### config.mk
export PLATFORM = sky130hd
export DESIGN_NAME = meminit_seq
export DESIGN_NICKNAME = d
export VERILOG_FILES = /design/src/rtl/meminit_pkg.sv /design/src/rtl/meminit_rom.sv /design/src/rtl/meminit_tick.sv /design/src/rtl/meminit_seq.sv
export SDC_FILE = /design/constraint.sdc
export NUM_CORES = 1
export LEC_CHECK = 0
export BUFFER_PORTS_ARGS = -buffer_cell sky130_fd_sc_hd__buf_2
export CAP_MARGIN = 20
export CORE_ASPECT_RATIO = 0.7
export CORE_MARGIN = 2
export CORE_UTILIZATION = 36
export DETAILED_ROUTE_END_ITERATION = 6
export PLACE_DENSITY = 0.62
export SYNTH_ARGS = -nofsm -noshare
export SYNTH_HDL_FRONTEND = slang
export SYNTH_HIERARCHICAL = 1
export SYNTH_SLANG_ARGS = --single-unit
### constraint.sdc
create_clock -name clk -period 10.3 [get_ports clk]
set_input_delay 1.545 -clock clk [delete_from_list [all_inputs] [get_ports clk]]
set_output_delay 1.545 -clock clk [all_outputs]
set_load 0.05 [all_outputs]
### src/rtl/meminit_pkg.sv
package meminit_pkg;

   localparam int WORD_W = 32;

   typedef enum logic [1:0] {K_WR, K_DLY, K_TYPE, K_END} kind_e;

   typedef struct packed {
      kind_e              kind;
      logic [15:0]        off;
      logic [WORD_W-1:0]  data;
   } entry_t;

   typedef enum logic [1:0] {
      LAY_512X16, LAY_1GX16, LAY_512X32, LAY_1GX32
   } layout_e;

   function automatic layout_e decode_layout(logic [WORD_W-1:0] cfg);
      layout_e l;
      case (cfg[3:2])
         2'b10:   l = cfg[6] ? LAY_1GX16 : LAY_512X32;
         2'b11:   l = LAY_1GX32;
         default: l = LAY_512X16;
      endcase
      return l;
   endfunction

   function automatic logic [WORD_W-1:0] type_word(layout_e l,
                                                   logic [WORD_W-1:0] dflt,
                                                   logic [WORD_W-1:0] strap);
      logic [WORD_W-1:0] w;
      case (l)
         LAY_1GX16: w = 32'h0000_0D89;
         LAY_1GX32: w = 32'h0000_0C8D;
         default:   w = dflt;
      endcase
      return w | {26'd0, strap[3:2], 4'd0};
   endfunction

endpackage

### src/rtl/meminit_rom.sv
module meminit_rom
   import meminit_pkg::*;
#(
   parameter int IDX_W = 4
) (
   input  logic [IDX_W-1:0] idx_i,
   output entry_t           ent_o
);

   always_comb begin
      case (int'(idx_i))
         0: ent_o = '{K_WR,   16'h0008, 32'h00A1_0307};
         1: ent_o = '{K_DLY,  16'h0000, 32'd1};
         2: ent_o = '{K_WR,   16'h006C, 32'h0080_8080};
         3: ent_o = '{K_TYPE, 16'h0004, 32'h0000_04A9};
         4: ent_o = '{K_WR,   16'h0010, 32'h2A31_1C20};
         5: ent_o = '{K_WR,   16'h0034, 32'h0000_0001};
         6: ent_o = '{K_DLY,  16'h0000, 32'd1};
         7: ent_o = '{K_WR,   16'h0028, 32'h0000_0003};
         8: ent_o = '{K_WR,   16'h000C, 32'h0000_5A10};
         default: ent_o = '{K_END, 16'h0000, 32'h0};
      endcase
   end

endmodule

### src/rtl/meminit_tick.sv
module meminit_tick #(
   parameter int CLK_MHZ = 250
) (
   input  logic clk,
   input  logic rst_n,
   input  logic en_i,
   output logic tick_o
);

   generate
      if (CLK_MHZ == 1) begin : g_direct
         assign tick_o = en_i;
      end else begin : g_count
         localparam int PW = $clog2(CLK_MHZ);
         logic [PW-1:0] pre_q;
         assign tick_o = en_i && (pre_q == PW'(CLK_MHZ - 1));
         always_ff @(posedge clk or negedge rst_n) begin
            if (!rst_n)           pre_q <= '0;
            else if (!en_i || tick_o) pre_q <= '0;
            else                  pre_q <= pre_q + 1'b1;
         end
      end
   endgenerate

endmodule

### src/rtl/meminit_seq.sv
module meminit_seq
   import meminit_pkg::*;
#(
   parameter int          ADDR_W    = 32,
   parameter int          CLK_MHZ   = 250,
   parameter int          IDX_W     = 4,
   parameter int          DLY_W     = 24,
   parameter int          DLY_REPS  = 15,
   parameter int          SKIP_BIT  = 7,
   parameter logic [31:0] CTRL_BASE = 32'h1E6E_0000,
   parameter logic [31:0] STRAP_OFS = 32'h0000_2000,
   parameter logic [31:0] STRAP_REG = 32'h0000_0070,
   parameter logic [31:0] UNLOCK_A  = 32'h1688_A8A8,
   parameter logic [31:0] UNLOCK_B  = 32'hFC60_0309
) (
   input  logic              clk,
   input  logic              rst_n,
   input  logic              start_i,
   input  logic [7:0]        init_status_i,
   output logic              busy_o,
   output logic              done_o,
   output logic              reg_req_o,
   output logic              reg_we_o,
   output logic [ADDR_W-1:0] reg_addr_o,
   output logic [WORD_W-1:0] reg_wdata_o,
   input  logic              reg_ready_i,
   input  logic [WORD_W-1:0] reg_rdata_i
);

   localparam logic [ADDR_W-1:0] A_CTRL  = ADDR_W'(CTRL_BASE);
   localparam logic [ADDR_W-1:0] A_STRAP = ADDR_W'(CTRL_BASE + STRAP_OFS);
   localparam logic [ADDR_W-1:0] A_SREG  = ADDR_W'(CTRL_BASE + STRAP_OFS + STRAP_REG);
   localparam logic [ADDR_W-1:0] A_CFG   = ADDR_W'(CTRL_BASE + 32'h4);

   generate
      if (CLK_MHZ < 1)             begin : g_bad_clk  $error("CLK_MHZ must be >= 1"); end
      if (ADDR_W < 17)             begin : g_bad_addr $error("ADDR_W too narrow"); end
      if (SKIP_BIT > 7)            begin : g_bad_skip $error("SKIP_BIT out of range"); end
      if (DLY_W < 5 || DLY_W > 32) begin : g_bad_dly  $error("DLY_W out of range"); end
   endgenerate

   typedef enum logic [3:0] {
      S_IDLE, S_CFG, S_UA_W, S_UA_P, S_UB_W, S_UB_P,
      S_TAB, S_DLY, S_STRAP, S_TYPE, S_DONE
   } state_e;

   state_e             state_q;
   logic [IDX_W-1:0]   idx_q;
   logic [DLY_W-1:0]   dly_q;
   layout_e            lay_q;
   logic [WORD_W-1:0]  strap_q;
   entry_t             ent;
   logic               tick;
   logic               xfer;

   meminit_rom #(.IDX_W(IDX_W)) rom_i (.idx_i(idx_q), .ent_o(ent));

   meminit_tick #(.CLK_MHZ(CLK_MHZ)) tick_i (
      .clk(clk), .rst_n(rst_n), .en_i(state_q == S_DLY), .tick_o(tick));

   assign xfer   = reg_req_o && reg_ready_i;
   assign done_o = (state_q == S_DONE);
   assign busy_o = (state_q != S_IDLE) && (state_q != S_DONE);

   always_comb begin
      reg_req_o   = 1'b0;
      reg_we_o    = 1'b0;
      reg_addr_o  = '0;
      reg_wdata_o = '0;
      case (state_q)
         S_CFG:   begin reg_req_o = 1'b1; reg_addr_o = A_CFG; end
         S_UA_W:  begin reg_req_o = 1'b1; reg_we_o = 1'b1;
                        reg_addr_o = A_STRAP; reg_wdata_o = UNLOCK_A; end
         S_UA_P:  begin reg_req_o = 1'b1; reg_addr_o = A_STRAP; end
         S_UB_W:  begin reg_req_o = 1'b1; reg_we_o = 1'b1;
                        reg_addr_o = A_CTRL; reg_wdata_o = UNLOCK_B; end
         S_UB_P:  begin reg_req_o = 1'b1; reg_addr_o = A_CTRL; end
         S_TAB:   if (ent.kind == K_WR) begin
                     reg_req_o   = 1'b1;
                     reg_we_o    = 1'b1;
                     reg_addr_o  = A_CTRL + ADDR_W'(ent.off);
                     reg_wdata_o = ent.data;
                  end
         S_STRAP: begin reg_req_o = 1'b1; reg_addr_o = A_SREG; end
         S_TYPE:  begin reg_req_o = 1'b1; reg_we_o = 1'b1;
                        reg_addr_o  = A_CTRL + ADDR_W'(ent.off);
                        reg_wdata_o = type_word(lay_q, ent.data, strap_q); end
         default: ;
      endcase
   end

   always_ff @(posedge clk or negedge rst_n) begin
      if (!rst_n) begin
         state_q <= S_IDLE;
         idx_q   <= '0;
         dly_q   <= '0;
         lay_q   <= LAY_512X16;
         strap_q <= '0;
      end else begin
         case (state_q)
            S_IDLE: if (start_i) begin
               idx_q   <= '0;
               state_q <= init_status_i[SKIP_BIT] ? S_DONE : S_CFG;
            end
            S_CFG: if (xfer) begin
               lay_q   <= decode_layout(reg_rdata_i);
               state_q <= S_UA_W;
            end
            S_UA_W: if (xfer) state_q <= S_UA_P;
            S_UA_P: if (xfer && reg_rdata_i == 32'd1) state_q <= S_UB_W;
            S_UB_W: if (xfer) state_q <= S_UB_P;
            S_UB_P: if (xfer && reg_rdata_i == 32'd1) state_q <= S_TAB;
            S_TAB: case (ent.kind)
               K_WR:   if (xfer) idx_q <= idx_q + 1'b1;
               K_DLY:  begin
                          dly_q   <= DLY_W'(ent.data[DLY_W-1:0] * DLY_W'(DLY_REPS));
                          state_q <= S_DLY;
                       end
               K_TYPE: state_q <= S_STRAP;
               default: state_q <= S_DONE;
            endcase
            S_DLY: if (dly_q == '0) begin
               idx_q   <= idx_q + 1'b1;
               state_q <= S_TAB;
            end else if (tick) begin
               dly_q <= dly_q - 1'b1;
            end
            S_STRAP: if (xfer) begin
               strap_q <= reg_rdata_i;
               state_q <= S_TYPE;
            end
            S_TYPE: if (xfer) begin
               idx_q   <= idx_q + 1'b1;
               state_q <= S_TAB;
            end
            default: state_q <= S_IDLE;
         endcase
      end
   end

endmodule

After elaboration in Yosys (flattened, before gate mapping)
Memories as Yosys holds them, arrays and structs flattened.
Index checks and enable logic that the tools add are counted.

operators by class
  equality and inequality tests = 33
  reduce and logical (&&, ||, !) cells = 21
  add/sub/neg operators = 4
  bitwise operators = 1
  multipliers = 1
  muxes and demuxes = 33

operators with widths
  cell                      count
  $pmux W30 S6              1
  $pmux W32 S4              1
  $mux W24                  3
  $mux W32                  2
  $pmux W32 S2              1
  $mux W4                   14
  $pmux W24 S2              1
  $pmux W4 S10              1
  $eq A32 B1 Y1 const B     1
  $or A32 B6 Y32            1
  $add A29 B16 Y30 const A  1
  $mux W30                  1
  $ne A2 B2 Y1 const B      13
  $logic_not A24 Y1         1
  $mul A24 B4 Y24 const B   1
  $sub A24 B1 Y24 const B   1
  $eq A4 B3 Y1 const B      4
  $pmux W4 S4               1
  $eq A4 B4 Y1 const B      3
  $pmux W4 S3               1
  $reduce_and A10 Y1        1
  $add A8 B1 Y8 const B     1
  $eq A2 B2 Y1 const B      4
  $eq A4 B2 Y1 const B      2
  23 further kinds          32

word-level totals
  output and inout bits = 68
  bits of input ports = 44
  word-level logic and storage cells = 100
  bits in registers = 46
  memories = 1
  ROM bits = 448

memory list
  name              depth  bits a word  read ports  clocked after memory_dff  write ports  RTL line           RTL
  (name not given)  16     28           1           0                         0            meminit_rom.sv:11  case (int'(idx_i))

Longest topological paths before layout
Gate-level depths: netlist of run 1.
An unclocked memory read counts as a cell.

  depth after elaboration = 8
  gate-level depth with buffers = 18
  gate-level depth less buffers = 15

Cells and area by module
Netlist of run 1, hierarchy kept.

modules (own cells, without submodules)
  module        sequential area each (sq um)  area an instance (sq um)  instances  cells an instance
  meminit_seq   900.9                         5,323.9                   1          673
  meminit_rom   0.0                           483.0                     1          79
  meminit_tick  200.2                         452.9                     1          43

Least setup slack after synthesis of run 1
OpenSTA, ideal clock, no wires.

  path type = flip-flop to output port
  from = register idx_q[0]
  to = output reg_wdata_o[10]
  required time = 8,755 ps
  cell stages (with the launch flop) = 10
  path slack = 5,847 ps
  data arrival time = 2,908 ps
  buffers on the path = 3
  cell sequence = dfrtp_1 > buf_2 > buf_1 > o21ai_0 > nand2_1 > nor3_1 > and2_0 > nor2_1 > clkbuf_1 > o21ai_0

RTL lines
  element                 RTL line            RTL
  from (decl)             meminit_seq.sv:48   logic [IDX_W-1:0] idx_q;
  from (signal assigned)  meminit_seq.sv:114  K_WR: if (xfer) idx_q <= idx_q + 1'b1;
  from (signal assigned)  meminit_seq.sv:123  idx_q <= idx_q + 1'b1;
  from (signal assigned)  meminit_seq.sv:133  idx_q <= idx_q + 1'b1;
  to (decl)               meminit_seq.sv:25   output logic [WORD_W-1:0] reg_wdata_o,

==> results of run 1 <==
==> area by class of cell <==
class	instances	share of cell area
Multi-Input combinational cell	618	0.6586
Sequential cell	44	0.1627
Timing Repair Buffer	86	0.06654
Inverter	78	0.04325
Tap cell	231	0.04270
Clock buffer	6	0.02052
Clock inverter	2	0.005730
==> Yosys cell counts (5+ instances only) <==
cell,n,area (sq um)
sky130_fd_sc_hd__a21o_1,21,157.7
sky130_fd_sc_hd__nand3b_1,5,37.54
sky130_fd_sc_hd__o21ai_0,53,265.3
sky130_fd_sc_hd__xor2_1,9,78.83
sky130_fd_sc_hd__a21oi_1,55,275.3
sky130_fd_sc_hd__nor2b_1,19,118.9
sky130_fd_sc_hd__nor4_1,15,93.84
sky130_fd_sc_hd__nand2_1,57,214.0
sky130_fd_sc_hd__nand2b_1,13,81.33
sky130_fd_sc_hd__nand4_1,5,31.28
sky130_fd_sc_hd__o21a_1,6,45.04
sky130_fd_sc_hd__clkbuf_1,16,60.06
sky130_fd_sc_hd__dfrtp_1,44,1101
sky130_fd_sc_hd__nand3_1,16,80.08
sky130_fd_sc_hd__o21ai_1,8,40.04
sky130_fd_sc_hd__buf_2,14,70.07
sky130_fd_sc_hd__or3_1,11,68.82
sky130_fd_sc_hd__and2_1,7,43.79
sky130_fd_sc_hd__o211ai_1,10,75.07
sky130_fd_sc_hd__fa_1,41,820.8
sky130_fd_sc_hd__a31oi_1,7,43.79
sky130_fd_sc_hd__mux2i_1,6,60.06
sky130_fd_sc_hd__nor2_1,52,195.2
sky130_fd_sc_hd__ha_1,27,337.8
sky130_fd_sc_hd__and3_1,9,56.30
sky130_fd_sc_hd__xnor2_1,18,157.7
sky130_fd_sc_hd__buf_4,49,367.9
sky130_fd_sc_hd__nor3_1,30,150.1
sky130_fd_sc_hd__o22ai_1,5,31.28
sky130_fd_sc_hd__inv_1,78,292.8
==> per-stage QoR <==
stage                 util  instance area, sq um  hold slack [ns]
floorplan                -                  6361           0.4711
global placement    0.3850                  6571           0.5042
detailed placement  0.3850                  6571           0.5099
CTS                 0.3955                  6749           0.5234
global route        0.3966                  6769           0.5313
finish              0.3966                  6769           0.5229
==> how the worst max path moves through the flow <==
stage / end / slack (ns)
floorplan: reg_wdata_o[10] / 5.85
global placement: reg_wdata_o[5] / 5.66
detailed placement: reg_wdata_o[5] / 5.59
CTS: reg_wdata_o[5] / 5.28
global route: reg_wdata_o[5] / 4.87
finish: reg_wdata_o[5] / 5.17
==> per-layer routing <==
layer | vias up | track usage | wire [um]
met5 | - | 0 | 0
met4 | 0 | 0.01770 | 88
met3 | 8 | 0.02898 | 1085
met2 | 191 | 0.2487 | 6348
met1 | 2731 | 0.3073 | 8951
li1 | 2779 | - | -
==> worst reg2reg max path, cell delays in order, from the launching register on <==
cell                        delay [ns]
sky130_fd_sc_hd__dfrtp_1          0.75
sky130_fd_sc_hd__and3_1           0.24
sky130_fd_sc_hd__nor2_1           0.04
sky130_fd_sc_hd__nor2_1           0.33
sky130_fd_sc_hd__inv_1            0.15
sky130_fd_sc_hd__fa_1             0.52
sky130_fd_sc_hd__fa_1             0.51
sky130_fd_sc_hd__inv_1            0.04
sky130_fd_sc_hd__ha_1             0.33
sky130_fd_sc_hd__nor2b_1          0.31
sky130_fd_sc_hd__o2111ai_1        0.17
sky130_fd_sc_hd__a21oi_1          0.21
sky130_fd_sc_hd__o211ai_1         0.20
sky130_fd_sc_hd__a211oi_1         0.28
sky130_fd_sc_hd__xnor2_1          0.21
sky130_fd_sc_hd__o221ai_1         0.17
==> sequential cells by signal (all words and copies together), names as in the netlist <==
signal	cells
lay_q	2
idx_q	4
tick_i/g_count.pre_q	8
dly_q	24
strap_q	2
state_q	4
==> logic make-up after synthesis <==
| logic type | count (synthesis) | synth area share |
|---|---|---|
| muxes | 9 | 0.01499 |
| AOI/OAI and AO/OA | 217 | 0.2285 |
| other | 2 | 0.001200 |
| xor gates and xnor gates | 27 | 0.03778 |
| buffers and inverters | 160 | 0.1281 |
| and+or+nand+nor | 268 | 0.2285 |
| adders and majority gates | 68 | 0.1851 |
| DFF | 44 | 0.1759 |
==> run_summary.xml, run 1 <==
<?xml version="1.0" encoding="UTF-8"?>
<metrics>
  <group name="outcome">
    <metric name="status" unit="">finished, final reports clean</metric>
  </group>
  <group name="logic_synthesis">
    <metric name="ys_seq_area_frac" unit="">0.1759</metric>
    <metric name="post_synth_inst_count" unit="">795</metric>
    <metric name="mappedNetlistArea" unit="sq um">6260</metric>
    <metric name="synthFlopType" unit="">sky130_fd_sc_hd__dfrtp_1</metric>
    <metric name="count_of_flip_flops_with_a_built_in_enable_after_synthesis" unit="">0</metric>
    <metric name="asyncSetResetFlopFracSynth" unit="">1.000</metric>
    <metric name="number_of_distinct_library_cells_after_synthesis" unit="">80</metric>
    <metric name="yosys_warnings" unit="">6</metric>
    <metric name="postSynthRegisterBits" unit="">44</metric>
    <metric name="postSynthAreaPerCell" unit="sq um">7.874</metric>
  </group>
  <group name="final_layout">
    <metric name="multi_input_area" unit="sq um">4458</metric>
    <metric name="layout_commonest_cell" unit="">sky130_fd_sc_hd__buf_2</metric>
    <metric name="post_route_cells_drive_above_1_share" unit="">0.1451</metric>
    <metric name="final-instance-count-excl-fill" unit="">1065</metric>
    <metric name="most-common-layout-cells" unit="">83 x sky130_fd_sc_hd__buf_2, 78 x sky130_fd_sc_hd__inv_1, 57 x sky130_fd_sc_hd__nand2_1</metric>
    <metric name="fillers" unit="">1793</metric>
    <metric name="sequential_cell_area" unit="sq um">1101</metric>
    <metric name="design.final.nets" unit="">945</metric>
    <metric name="flow.area_growth_from_synthesis" unit="%">8.135</metric>
    <metric name="num_antenna_cells" unit="">0</metric>
  </group>
  <group name="clock_tree">
    <metric name="cts-buffers-inserted" unit="">5</metric>
    <metric name="cts.sink_count" unit="">44</metric>
    <metric name="clkTransAtPathRegs" unit="ns">0.06</metric>
    <metric name="cts_tree" unit="">yes</metric>
    <metric name="cts-root-buf" unit="">sky130_fd_sc_hd__clkbuf_16</metric>
    <metric name="number_of_gates_resized_after_cts" unit="">0</metric>
    <metric name="ctsHtreeMaxLevel" unit="">2</metric>
    <metric name="clk_latency" unit="ns">0.29</metric>
    <metric name="post_cts.repair.setup_buffers" unit="">0</metric>
    <metric name="clock_path_buffers" unit="">2</metric>
    <metric name="postCtsHoldBufs" unit="">0</metric>
  </group>
  <group name="global_routing">
    <metric name="first_global_vias" unit="">5231</metric>
    <metric name="grt_max_degree" unit="">45</metric>
    <metric name="grt_pass1_wl" unit="mm">27.59</metric>
    <metric name="number_of_antenna_violations_at_the_first_check_in_global_routing" unit="">0</metric>
    <metric name="grt_usage" unit="">0.1835</metric>
    <metric name="grt.overflow.total" unit="">0</metric>
  </group>
  <group name="floorplan">
    <metric name="die_height" unit="um">114.3</metric>
    <metric name="io_pins" unit="">112</metric>
    <metric name="core_region_area" unit="sq um">17070</metric>
    <metric name="start_util" unit="">0.3668</metric>
    <metric name="fp.dieW" unit="um">161.6</metric>
    <metric name="rows" unit="">40</metric>
    <metric name="die-area" unit="sq um">18480</metric>
  </group>
  <group name="sta">
    <metric name="post-route-min-period" unit="ns">5.130</metric>
    <metric name="grt_setup_unrepaired" unit="">false</metric>
    <metric name="slew_headroom" unit="">0.2231</metric>
    <metric name="timing.final.ws_setup" unit="ns">5.170</metric>
    <metric name="report.final.slew_viol_count" unit="">0</metric>
    <metric name="final_hold_violation_count" unit="">0</metric>
    <metric name="fmax" unit="GHz">0.1949</metric>
    <metric name="finalClockSkew" unit="ns">0.008125</metric>
    <metric name="setup_viol" unit="">0</metric>
    <metric name="layout_worst_path_cycle_share" unit="">0.4980</metric>
    <metric name="fin_setup_tns" unit="ns">0</metric>
    <metric name="worst_slew_pin_slew" unit="ns">1.169</metric>
  </group>
  <group name="placed_design">
    <metric name="dp_slack" unit="ns">5.594</metric>
    <metric name="hpwl" unit="mm">13.19</metric>
    <metric name="io_buffer_count" unit="">83</metric>
    <metric name="number_of_cells_in_the_design_after_placement" unit="">1056</metric>
    <metric name="gpl.final_weighted_congestion" unit="">0.8879</metric>
  </group>
  <group name="worst_setup_path">
    <metric name="worstPathCellList" unit="">nor2b_1 &gt; o21ai_0 &gt; nand3_1 &gt; nor3_1 &gt; nand2_1 &gt; nand2_2 &gt; a221o_1 &gt; buf_2</metric>
    <metric name="category_of_the_most_critical_setup_path" unit="">reg2out</metric>
    <metric name="crit_path_start" unit="">idx_q[0]</metric>
    <metric name="worstSetupEndpointType" unit="">output pin</metric>
    <metric name="cp.buffers_inverters" unit="">1</metric>
    <metric name="startpoint_type" unit="">register</metric>
    <metric name="worst_path_dominant_cell_family" unit="">simple AND/OR/NAND/NOR gates</metric>
    <metric name="rr_startpoint" unit="">idx_q[0]</metric>
    <metric name="critPathRequiredTime" unit="ns">8.76</metric>
    <metric name="cpMaxStageDelayCell" unit="">sky130_fd_sc_hd__dfrtp_1</metric>
    <metric name="crit_cells" unit="">8</metric>
    <metric name="setup_slack_of_the_most_critical_reg_to_reg_path" unit="ns">5.67</metric>
    <metric name="reg2reg_depth" unit="">15</metric>
    <metric name="worstReg2RegEnd" unit="">dly_q[20]</metric>
    <metric name="crit_path_max_fanout" unit="">21</metric>
    <metric name="cp.arrival" unit="ns">3.58</metric>
    <metric name="cpPeakStageDelay" unit="ns">0.75</metric>
  </group>
  <group name="hold_path">
    <metric name="min_path_cells" unit="">1</metric>
    <metric name="hold_path.startpoint" unit="">strap_q[2]</metric>
    <metric name="timing.hold.worst_endpoint" unit="">strap_q[2]</metric>
    <metric name="hold_path_class" unit="">reg2reg</metric>
  </group>
  <group name="drt">
    <metric name="route.detailed.drc" unit="">0</metric>
    <metric name="routed-via-count" unit="">5709</metric>
    <metric name="drt_pass1_iterations" unit="">5</metric>
    <metric name="detail_route.vias_per_cell" unit="">5.361</metric>
    <metric name="ant_nets" unit="">0</metric>
    <metric name="drt_iter0_markers" unit="">516</metric>
    <metric name="routed_wire_length_per_instance" unit="um">15.47</metric>
    <metric name="drt_wl_total" unit="mm">16.47</metric>
  </group>
  <group name="flow_run">
    <metric name="maxCapViolations" unit="">0</metric>
  </group>
</metrics>
Power of run 1 is left out: the tool's default activity adds up to more than one toggle a clock period on the data nets, which glitch-free logic cannot reach.
==> inputs of run 2 (changes only) <==
PLACE_DENSITY = 0.64   (was 0.62)
clock period = 4.2 ns   (was 10.3 ns; I/O delays follow)
==> run 2 against run 1 <==
Against the previous run:
- clock skew fell by 0.0043 ns
- non-clock buffer count rose by 52
- critical path depth rose by 8
- die area did not move
==> run_summary.xml, run 2 (synthesis results as in run 1) <==
<?xml version="1.0" encoding="UTF-8"?>
<metrics>
  <group name="outcome">
    <metric name="status" unit="">finished, final reports clean</metric>
  </group>
  <group name="clock_tree">
    <metric name="cts-root-buf" unit="">sky130_fd_sc_hd__clkbuf_16</metric>
    <metric name="cts.sink_count" unit="">44</metric>
    <metric name="clk_latency" unit="ns">0.29</metric>
    <metric name="cts-buffers-inserted" unit="">5</metric>
    <metric name="cts_tree" unit="">yes</metric>
    <metric name="clkTransAtPathRegs" unit="ns">0.07</metric>
    <metric name="ctsHtreeMaxLevel" unit="">2</metric>
    <metric name="clock_path_buffers" unit="">2</metric>
  </group>
  <group name="worst_setup_path">
    <metric name="cp.arrival" unit="ns">4.25</metric>
    <metric name="setup_slack_of_the_most_critical_reg_to_reg_path" unit="ns">0.1</metric>
    <metric name="cpPeakStageDelay" unit="ns">0.53</metric>
    <metric name="crit_top_cell" unit="">sky130_fd_sc_hd__fa_1</metric>
    <metric name="critPathRequiredTime" unit="ns">4.35</metric>
    <metric name="worstSetupEndpointType" unit="">register</metric>
    <metric name="worstPathCellList" unit="">buf_6 &gt; nor4_2 &gt; buf_4 &gt; buf_12 &gt; fa_1 &gt; fa_1 &gt; inv_1 &gt; fa_1 &gt; nor2b_2 &gt; o2111ai_1 &gt; a21oi_2 &gt; o211ai_1 &gt; buf_4 &gt; a211oi_4 &gt; xnor2_2 &gt; o221ai_1</metric>
    <metric name="crit_path_max_fanout" unit="">6</metric>
    <metric name="category_of_the_most_critical_setup_path" unit="">reg2reg</metric>
    <metric name="startpoint_type" unit="">register</metric>
    <metric name="cpMaxStageDelayCell" unit="">sky130_fd_sc_hd__fa_1</metric>
  </group>
  <group name="sta">
    <metric name="post-route-min-period" unit="ns">4.101</metric>
    <metric name="grt_setup_unrepaired" unit="">true</metric>
    <metric name="finalClockSkew" unit="ns">0.003816</metric>
    <metric name="slew_headroom" unit="">0.2097</metric>
    <metric name="layout_worst_path_cycle_share" unit="">0.9765</metric>
    <metric name="final_hold_violation_count" unit="">0</metric>
    <metric name="worst_slew_pin_slew" unit="ns">1.189</metric>
    <metric name="fin_setup_tns" unit="ns">0</metric>
    <metric name="report.final.slew_viol_count" unit="">0</metric>
    <metric name="setup_viol" unit="">0</metric>
    <metric name="fmax" unit="GHz">0.2438</metric>
    <metric name="timing.final.ws_setup" unit="ns">0.09881</metric>
  </group>
  <group name="floorplan">
    <metric name="rows" unit="">40</metric>
    <metric name="start_util" unit="">0.3668</metric>
    <metric name="die-area" unit="sq um">18480</metric>
    <metric name="die_height" unit="um">114.3</metric>
    <metric name="io_pins" unit="">112</metric>
    <metric name="fp.dieW" unit="um">161.6</metric>
    <metric name="core_region_area" unit="sq um">17070</metric>
  </group>
  <group name="global_routing">
    <metric name="first_global_vias" unit="">5372</metric>
    <metric name="grt.overflow.total" unit="">0</metric>
    <metric name="grt_pass1_wl" unit="mm">27.88</metric>
    <metric name="number_of_antenna_violations_at_the_first_check_in_global_routing" unit="">0</metric>
    <metric name="grt_usage" unit="">0.1859</metric>
    <metric name="grt_max_degree" unit="">45</metric>
  </group>
  <group name="placed_design">
    <metric name="number_of_cells_in_the_design_after_placement" unit="">1102</metric>
    <metric name="io_buffer_count" unit="">83</metric>
    <metric name="dp_slack" unit="ns">0.0005165</metric>
    <metric name="hpwl" unit="mm">13.54</metric>
    <metric name="placedInstanceArea" unit="sq um">6923</metric>
    <metric name="gpl.final_weighted_congestion" unit="">0.8710</metric>
  </group>
  <group name="drt">
    <metric name="top_layer" unit="">met4</metric>
    <metric name="route.layer.met1.wl" unit="mm">9.183</metric>
    <metric name="routed-wl-met2" unit="mm">6.794</metric>
    <metric name="drt_pass1_iterations" unit="">5</metric>
    <metric name="routed-via-count" unit="">5884</metric>
    <metric name="met3_wirelength" unit="mm">1.258</metric>
    <metric name="detail_route.vias_per_cell" unit="">5.268</metric>
    <metric name="route.detailed.drc" unit="">0</metric>
    <metric name="ant_nets" unit="">0</metric>
    <metric name="routed_wire_length_per_instance" unit="um">15.49</metric>
    <metric name="drt_iter0_markers" unit="">436</metric>
    <metric name="drt_wl_total" unit="mm">17.30</metric>
  </group>
  <group name="final_layout">
    <metric name="most-common-layout-cells" unit="">83 x sky130_fd_sc_hd__buf_2, 76 x sky130_fd_sc_hd__inv_1, 57 x sky130_fd_sc_hd__nand2_1</metric>
    <metric name="num_antenna_cells" unit="">0</metric>
    <metric name="flow.area_growth_from_synthesis" unit="%">16.53</metric>
    <metric name="layout_commonest_cell" unit="">sky130_fd_sc_hd__buf_2</metric>
    <metric name="design_area" unit="sq um">7295</metric>
    <metric name="fillers" unit="">1726</metric>
    <metric name="top_regs" unit="">dly_q (24), tick_i/g_count.pre_q (8)</metric>
    <metric name="final-instance-count-excl-fill" unit="">1117</metric>
    <metric name="largest_register" unit="">dly_q</metric>
    <metric name="design.final.nets" unit="">997</metric>
    <metric name="post_route_cells_drive_above_1_share" unit="">0.2190</metric>
    <metric name="largest_register_ffs" unit="">24</metric>
  </group>
  <group name="flow_run">
    <metric name="maxCapViolations" unit="">0</metric>
  </group>
  <group name="hold_path">
    <metric name="hold_path_class" unit="">in2async</metric>
  </group>
</metrics>
[run 2: cell count changes in the layout (fill, tap and decap cells not counted), sizes merged]
cell and change:
buf +52, clkbuf -1, clkinv -1, clkinvlp +1, inv +1
[run 2: routing by layer]
| metal | track usage | vias up |
|---|---|---|
| li1 | - | 2897 |
| met1 | 0.2986 | 2787 |
| met2 | 0.2604 | 190 |
| met3 | 0.03694 | 10 |
| met4 | 0.02065 | 0 |
| met5 | 0 | - |
[run 2: path summary, 6_finish.rpt]
path | startpoint | to | depth (start not counted)
min in group clk | dly_q[11] | dly_q[11] | 2
setup / recovery | idx_q[2] | dly_q[20] | 16
hold reg to reg | dly_q[11] | dly_q[11] | 2
max in group asynchronous | rst_n | dly_q[16] | 2
setup reg to reg | idx_q[2] | dly_q[20] | 16
hold / removal | rst_n | tick_i/g_count.pre_q[6] | 1
[run 2: critical path, delay by kind of cell (launching register included)]
family | cells | cell delay [ns]
and+or+nand+nor | 2 | 0.42
DFF | 1 | 0.46
AOI/OAI and AO/OA | 5 | 0.87
buffers and inverters | 5 | 0.68
xor gates and xnor gates | 1 | 0.16
adders and majority gates | 3 | 1.35
[run 2: timing repair]
| action | CTS | global route |
|---|---|---|
| pin swaps | 1 | 8 |
| buffers inserted | 0 | 6 |
| setup endpoints to repair | 1 | 8 |
| resized for setup | 1 | 29 |
| hold buffers | 0 | 0 |
[run 2: layout make-up]
type	instances	area (sq um)	area share
Clock buffer	5	125.1	0.01715
Clock inverter	3	46.29	0.006346
Inverter	78	292.8	0.04014
Multi-Input combinational cell	618	4571	0.6266
Sequential cell	44	1106	0.1516
Tap cell	231	289.0	0.03962
Timing Repair Buffer	138	864.6	0.1185
[run 2: through the flow]
step	hold slack, ns	util
2_1_floorplan	0.3344	-
3_3_place_gp	0.5038	0.4056
3_5_place_dp	0.5076	0.4056
4_1_cts	0.5235	0.4160
5_1_grt	0.3227	0.4274
6_report	0.2947	0.4274
Power of run 2 is left out for the same reason.
==> inputs of run 3 (changes only) <==
CORE_ASPECT_RATIO = unset   (was 0.7)
CORE_MARGIN = 1.5   (was 2)
==> run 3 against run 2 <==
Against the previous run:
- fmax grew 0.27%
- final cell count decreased by 1.7%
- flip-flop and latch count is the same
- sequential share of layout area rose by 0.42 points
- core utilization shrank 1.3 points
- clock-buffer cell count unchanged
- wire length fell by 8.9%
- non-clock buffer count shrank 13
- critical path depth stayed put
- final area decreased by 2.8%
- register-to-register slack is essentially flat
- setup slack better by 0.011 ns
- critical path type unchanged
- highest routed layer unchanged
==> run_summary.xml, run 3 (synthesis results as in run 1) <==
<?xml version="1.0" encoding="UTF-8"?>
<metrics>
  <group name="worst_setup_path">
    <metric name="critPathRequiredTime" unit="ns">4.35</metric>
    <metric name="cpPeakStageDelay" unit="ns">0.51</metric>
    <metric name="cp.arrival" unit="ns">4.24</metric>
    <metric name="worstPathCellList" unit="">buf_4 &gt; nand2_1 &gt; a21oi_1 &gt; buf_4 &gt; inv_1 &gt; buf_4 &gt; fa_1 &gt; fa_1 &gt; inv_1 &gt; ha_1 &gt; nand2_1 &gt; o21ai_0 &gt; o211ai_1 &gt; a211oi_1 &gt; xnor2_1 &gt; o221ai_1</metric>
    <metric name="cpMaxStageDelayCell" unit="">sky130_fd_sc_hd__fa_1</metric>
    <metric name="category_of_the_most_critical_setup_path" unit="">reg2reg</metric>
    <metric name="worstSetupEndpointType" unit="">register</metric>
    <metric name="crit_path_max_fanout" unit="">9</metric>
    <metric name="crit_top_cell" unit="">sky130_fd_sc_hd__buf_4</metric>
    <metric name="startpoint_type" unit="">register</metric>
  </group>
  <group name="hold_path">
    <metric name="hold_path_class" unit="">in2async</metric>
  </group>
  <group name="flow_run">
    <metric name="maxCapViolations" unit="">0</metric>
  </group>
  <group name="floorplan">
    <metric name="die-area" unit="sq um">18190</metric>
    <metric name="die_height" unit="um">134.9</metric>
    <metric name="rows" unit="">48</metric>
    <metric name="io_pins" unit="">112</metric>
    <metric name="core_region_area" unit="sq um">17120</metric>
    <metric name="start_util" unit="">0.3657</metric>
    <metric name="fp.dieW" unit="um">134.9</metric>
  </group>
  <group name="sta">
    <metric name="layout_worst_path_cycle_share" unit="">0.9738</metric>
    <metric name="grt_setup_unrepaired" unit="">true</metric>
    <metric name="fmax" unit="GHz">0.2445</metric>
    <metric name="report.final.slew_viol_count" unit="">0</metric>
    <metric name="timing.final.ws_setup" unit="ns">0.1099</metric>
    <metric name="hold_ws" unit="ns">0.2832</metric>
    <metric name="worst_slew_pin_slew" unit="ns">1.056</metric>
    <metric name="post-route-min-period" unit="ns">4.090</metric>
    <metric name="slew_headroom" unit="">0.2979</metric>
    <metric name="finalClockSkew" unit="ns">0.007339</metric>
    <metric name="final_hold_violation_count" unit="">0</metric>
    <metric name="setup_viol" unit="">0</metric>
  </group>
  <group name="drt">
    <metric name="routed_wire_length_per_instance" unit="um">14.35</metric>
    <metric name="route.detailed.drc" unit="">0</metric>
    <metric name="drt_iter0_markers" unit="">493</metric>
    <metric name="drt_pass1_iterations" unit="">5</metric>
    <metric name="routed-via-count" unit="">5706</metric>
    <metric name="detail_route.vias_per_cell" unit="">5.197</metric>
    <metric name="drt_wl_total" unit="mm">15.76</metric>
    <metric name="ant_nets" unit="">0</metric>
  </group>
  <group name="placed_design">
    <metric name="gpl.final_weighted_congestion" unit="">0.8812</metric>
    <metric name="io_buffer_count" unit="">83</metric>
    <metric name="hpwl" unit="mm">12.57</metric>
    <metric name="dp_slack" unit="ns">0.08220</metric>
  </group>
  <group name="global_routing">
    <metric name="number_of_antenna_violations_at_the_first_check_in_global_routing" unit="">0</metric>
    <metric name="grt_usage" unit="">0.1802</metric>
    <metric name="first_global_vias" unit="">5366</metric>
    <metric name="grt_max_degree" unit="">45</metric>
    <metric name="grt_pass1_wl" unit="mm">26.77</metric>
    <metric name="grt.overflow.total" unit="">0</metric>
  </group>
  <group name="final_layout">
    <metric name="flow.area_growth_from_synthesis" unit="%">13.27</metric>
    <metric name="largest_register_ffs" unit="">24</metric>
    <metric name="sequential_cell_area" unit="sq um">1105</metric>
    <metric name="num_antenna_cells" unit="">0</metric>
    <metric name="layout_commonest_cell" unit="">sky130_fd_sc_hd__buf_2</metric>
    <metric name="top_regs" unit="">dly_q (24), tick_i/g_count.pre_q (8)</metric>
    <metric name="most-common-layout-cells" unit="">83 x sky130_fd_sc_hd__buf_2, 75 x sky130_fd_sc_hd__inv_1, 57 x sky130_fd_sc_hd__nand2_1</metric>
    <metric name="multi_input_area" unit="sq um">4496</metric>
    <metric name="design.final.nets" unit="">984</metric>
    <metric name="fillers" unit="">1735</metric>
    <metric name="post_route_cells_drive_above_1_share" unit="">0.1993</metric>
    <metric name="post-route-util" unit="">0.4143</metric>
    <metric name="largest_register" unit="">dly_q</metric>
  </group>
  <group name="outcome">
    <metric name="status" unit="">finished, final reports clean</metric>
  </group>
  <group name="clock_tree">
    <metric name="clkTransAtPathRegs" unit="ns">0.07</metric>
    <metric name="postCtsHoldBufs" unit="">0</metric>
    <metric name="cts-root-buf" unit="">sky130_fd_sc_hd__clkbuf_16</metric>
    <metric name="clock_path_buffers" unit="">2</metric>
    <metric name="ctsHtreeMaxLevel" unit="">2</metric>
    <metric name="cts-buffers-inserted" unit="">5</metric>
    <metric name="clk_latency" unit="ns">0.30</metric>
    <metric name="cts.sink_count" unit="">44</metric>
    <metric name="cts_tree" unit="">yes</metric>
  </group>
</metrics>
## run 3: cell types whose count changed in the layout (fill, tap and decap cells not counted), sizes merged
cell	previous run	this run
clkinv	0	2
inv	79	78
buf	138	125
clkinvlp	1	0
## run 3: what timing repair did
| item | 4_1_cts | 5_1_grt |
|---|---|---|
| endpoints found under the setup margin | 0 | 10 |
| gates resized for setup | 0 | 15 |
| buffers inserted | 0 | 1 |
## run 3: worst paths after layout
| kind | start | to | slack (ns) | cells after the start |
|---|---|---|---|---|
| setup reg to reg | idx_q[2] | dly_q[20] | 0.11 | 16 |
| max in group asynchronous | rst_n | dly_q[17] | 3.39 | 2 |
| min in group clk | dly_q[11] | dly_q[11] | 0.51 | 2 |
| setup / recovery | idx_q[2] | dly_q[20] | 0.11 | 16 |
| hold reg to reg | dly_q[11] | dly_q[11] | 0.51 | 2 |
| hold / removal | rst_n | tick_i/g_count.pre_q[0] | 0.28 | 1 |
## run 3: layer usage
layer	wire length, um	track usage	share of wire
met1	7715	0.2573	0.49
met2	7093	0.2863	0.45
met3	738	0.02965	0.047
met4	209	0.04002	0.013
met5	0	0	0
## run 3: stage by stage
stage | instances | area (sq um) | setup TNS, ns
after global routing | 1098 | 7091 | -0.1168
after detailed placement | 1088 | 6855 | 0
after floorplan | 822 | 6367 | 0
after global placement | 1088 | 6855 | 0
final | 1098 | 7091 | 0
after CTS | 1096 | 7028 | 0
## run 3: area by class of cell
class                   count  area share
flip-flops and latches     44      0.1558
multi-input cells         618      0.6340
well taps                 225     0.03970
clock buffers               5     0.01765
inverters                  78     0.04129
repair buffers            125      0.1048
clock inverters             3    0.006705
## run 3: worst max-delay path, delay by kind of cell (launching register included)
kind            cells  cell delay (ns)
flops               1             0.46
xor+xnor            1             0.20
compound gates      5             1.17
buf+inv             5             0.63
simple gates        2             0.12
fa+ha+maj           3             1.35
Power of run 3 is left out for the same reason.
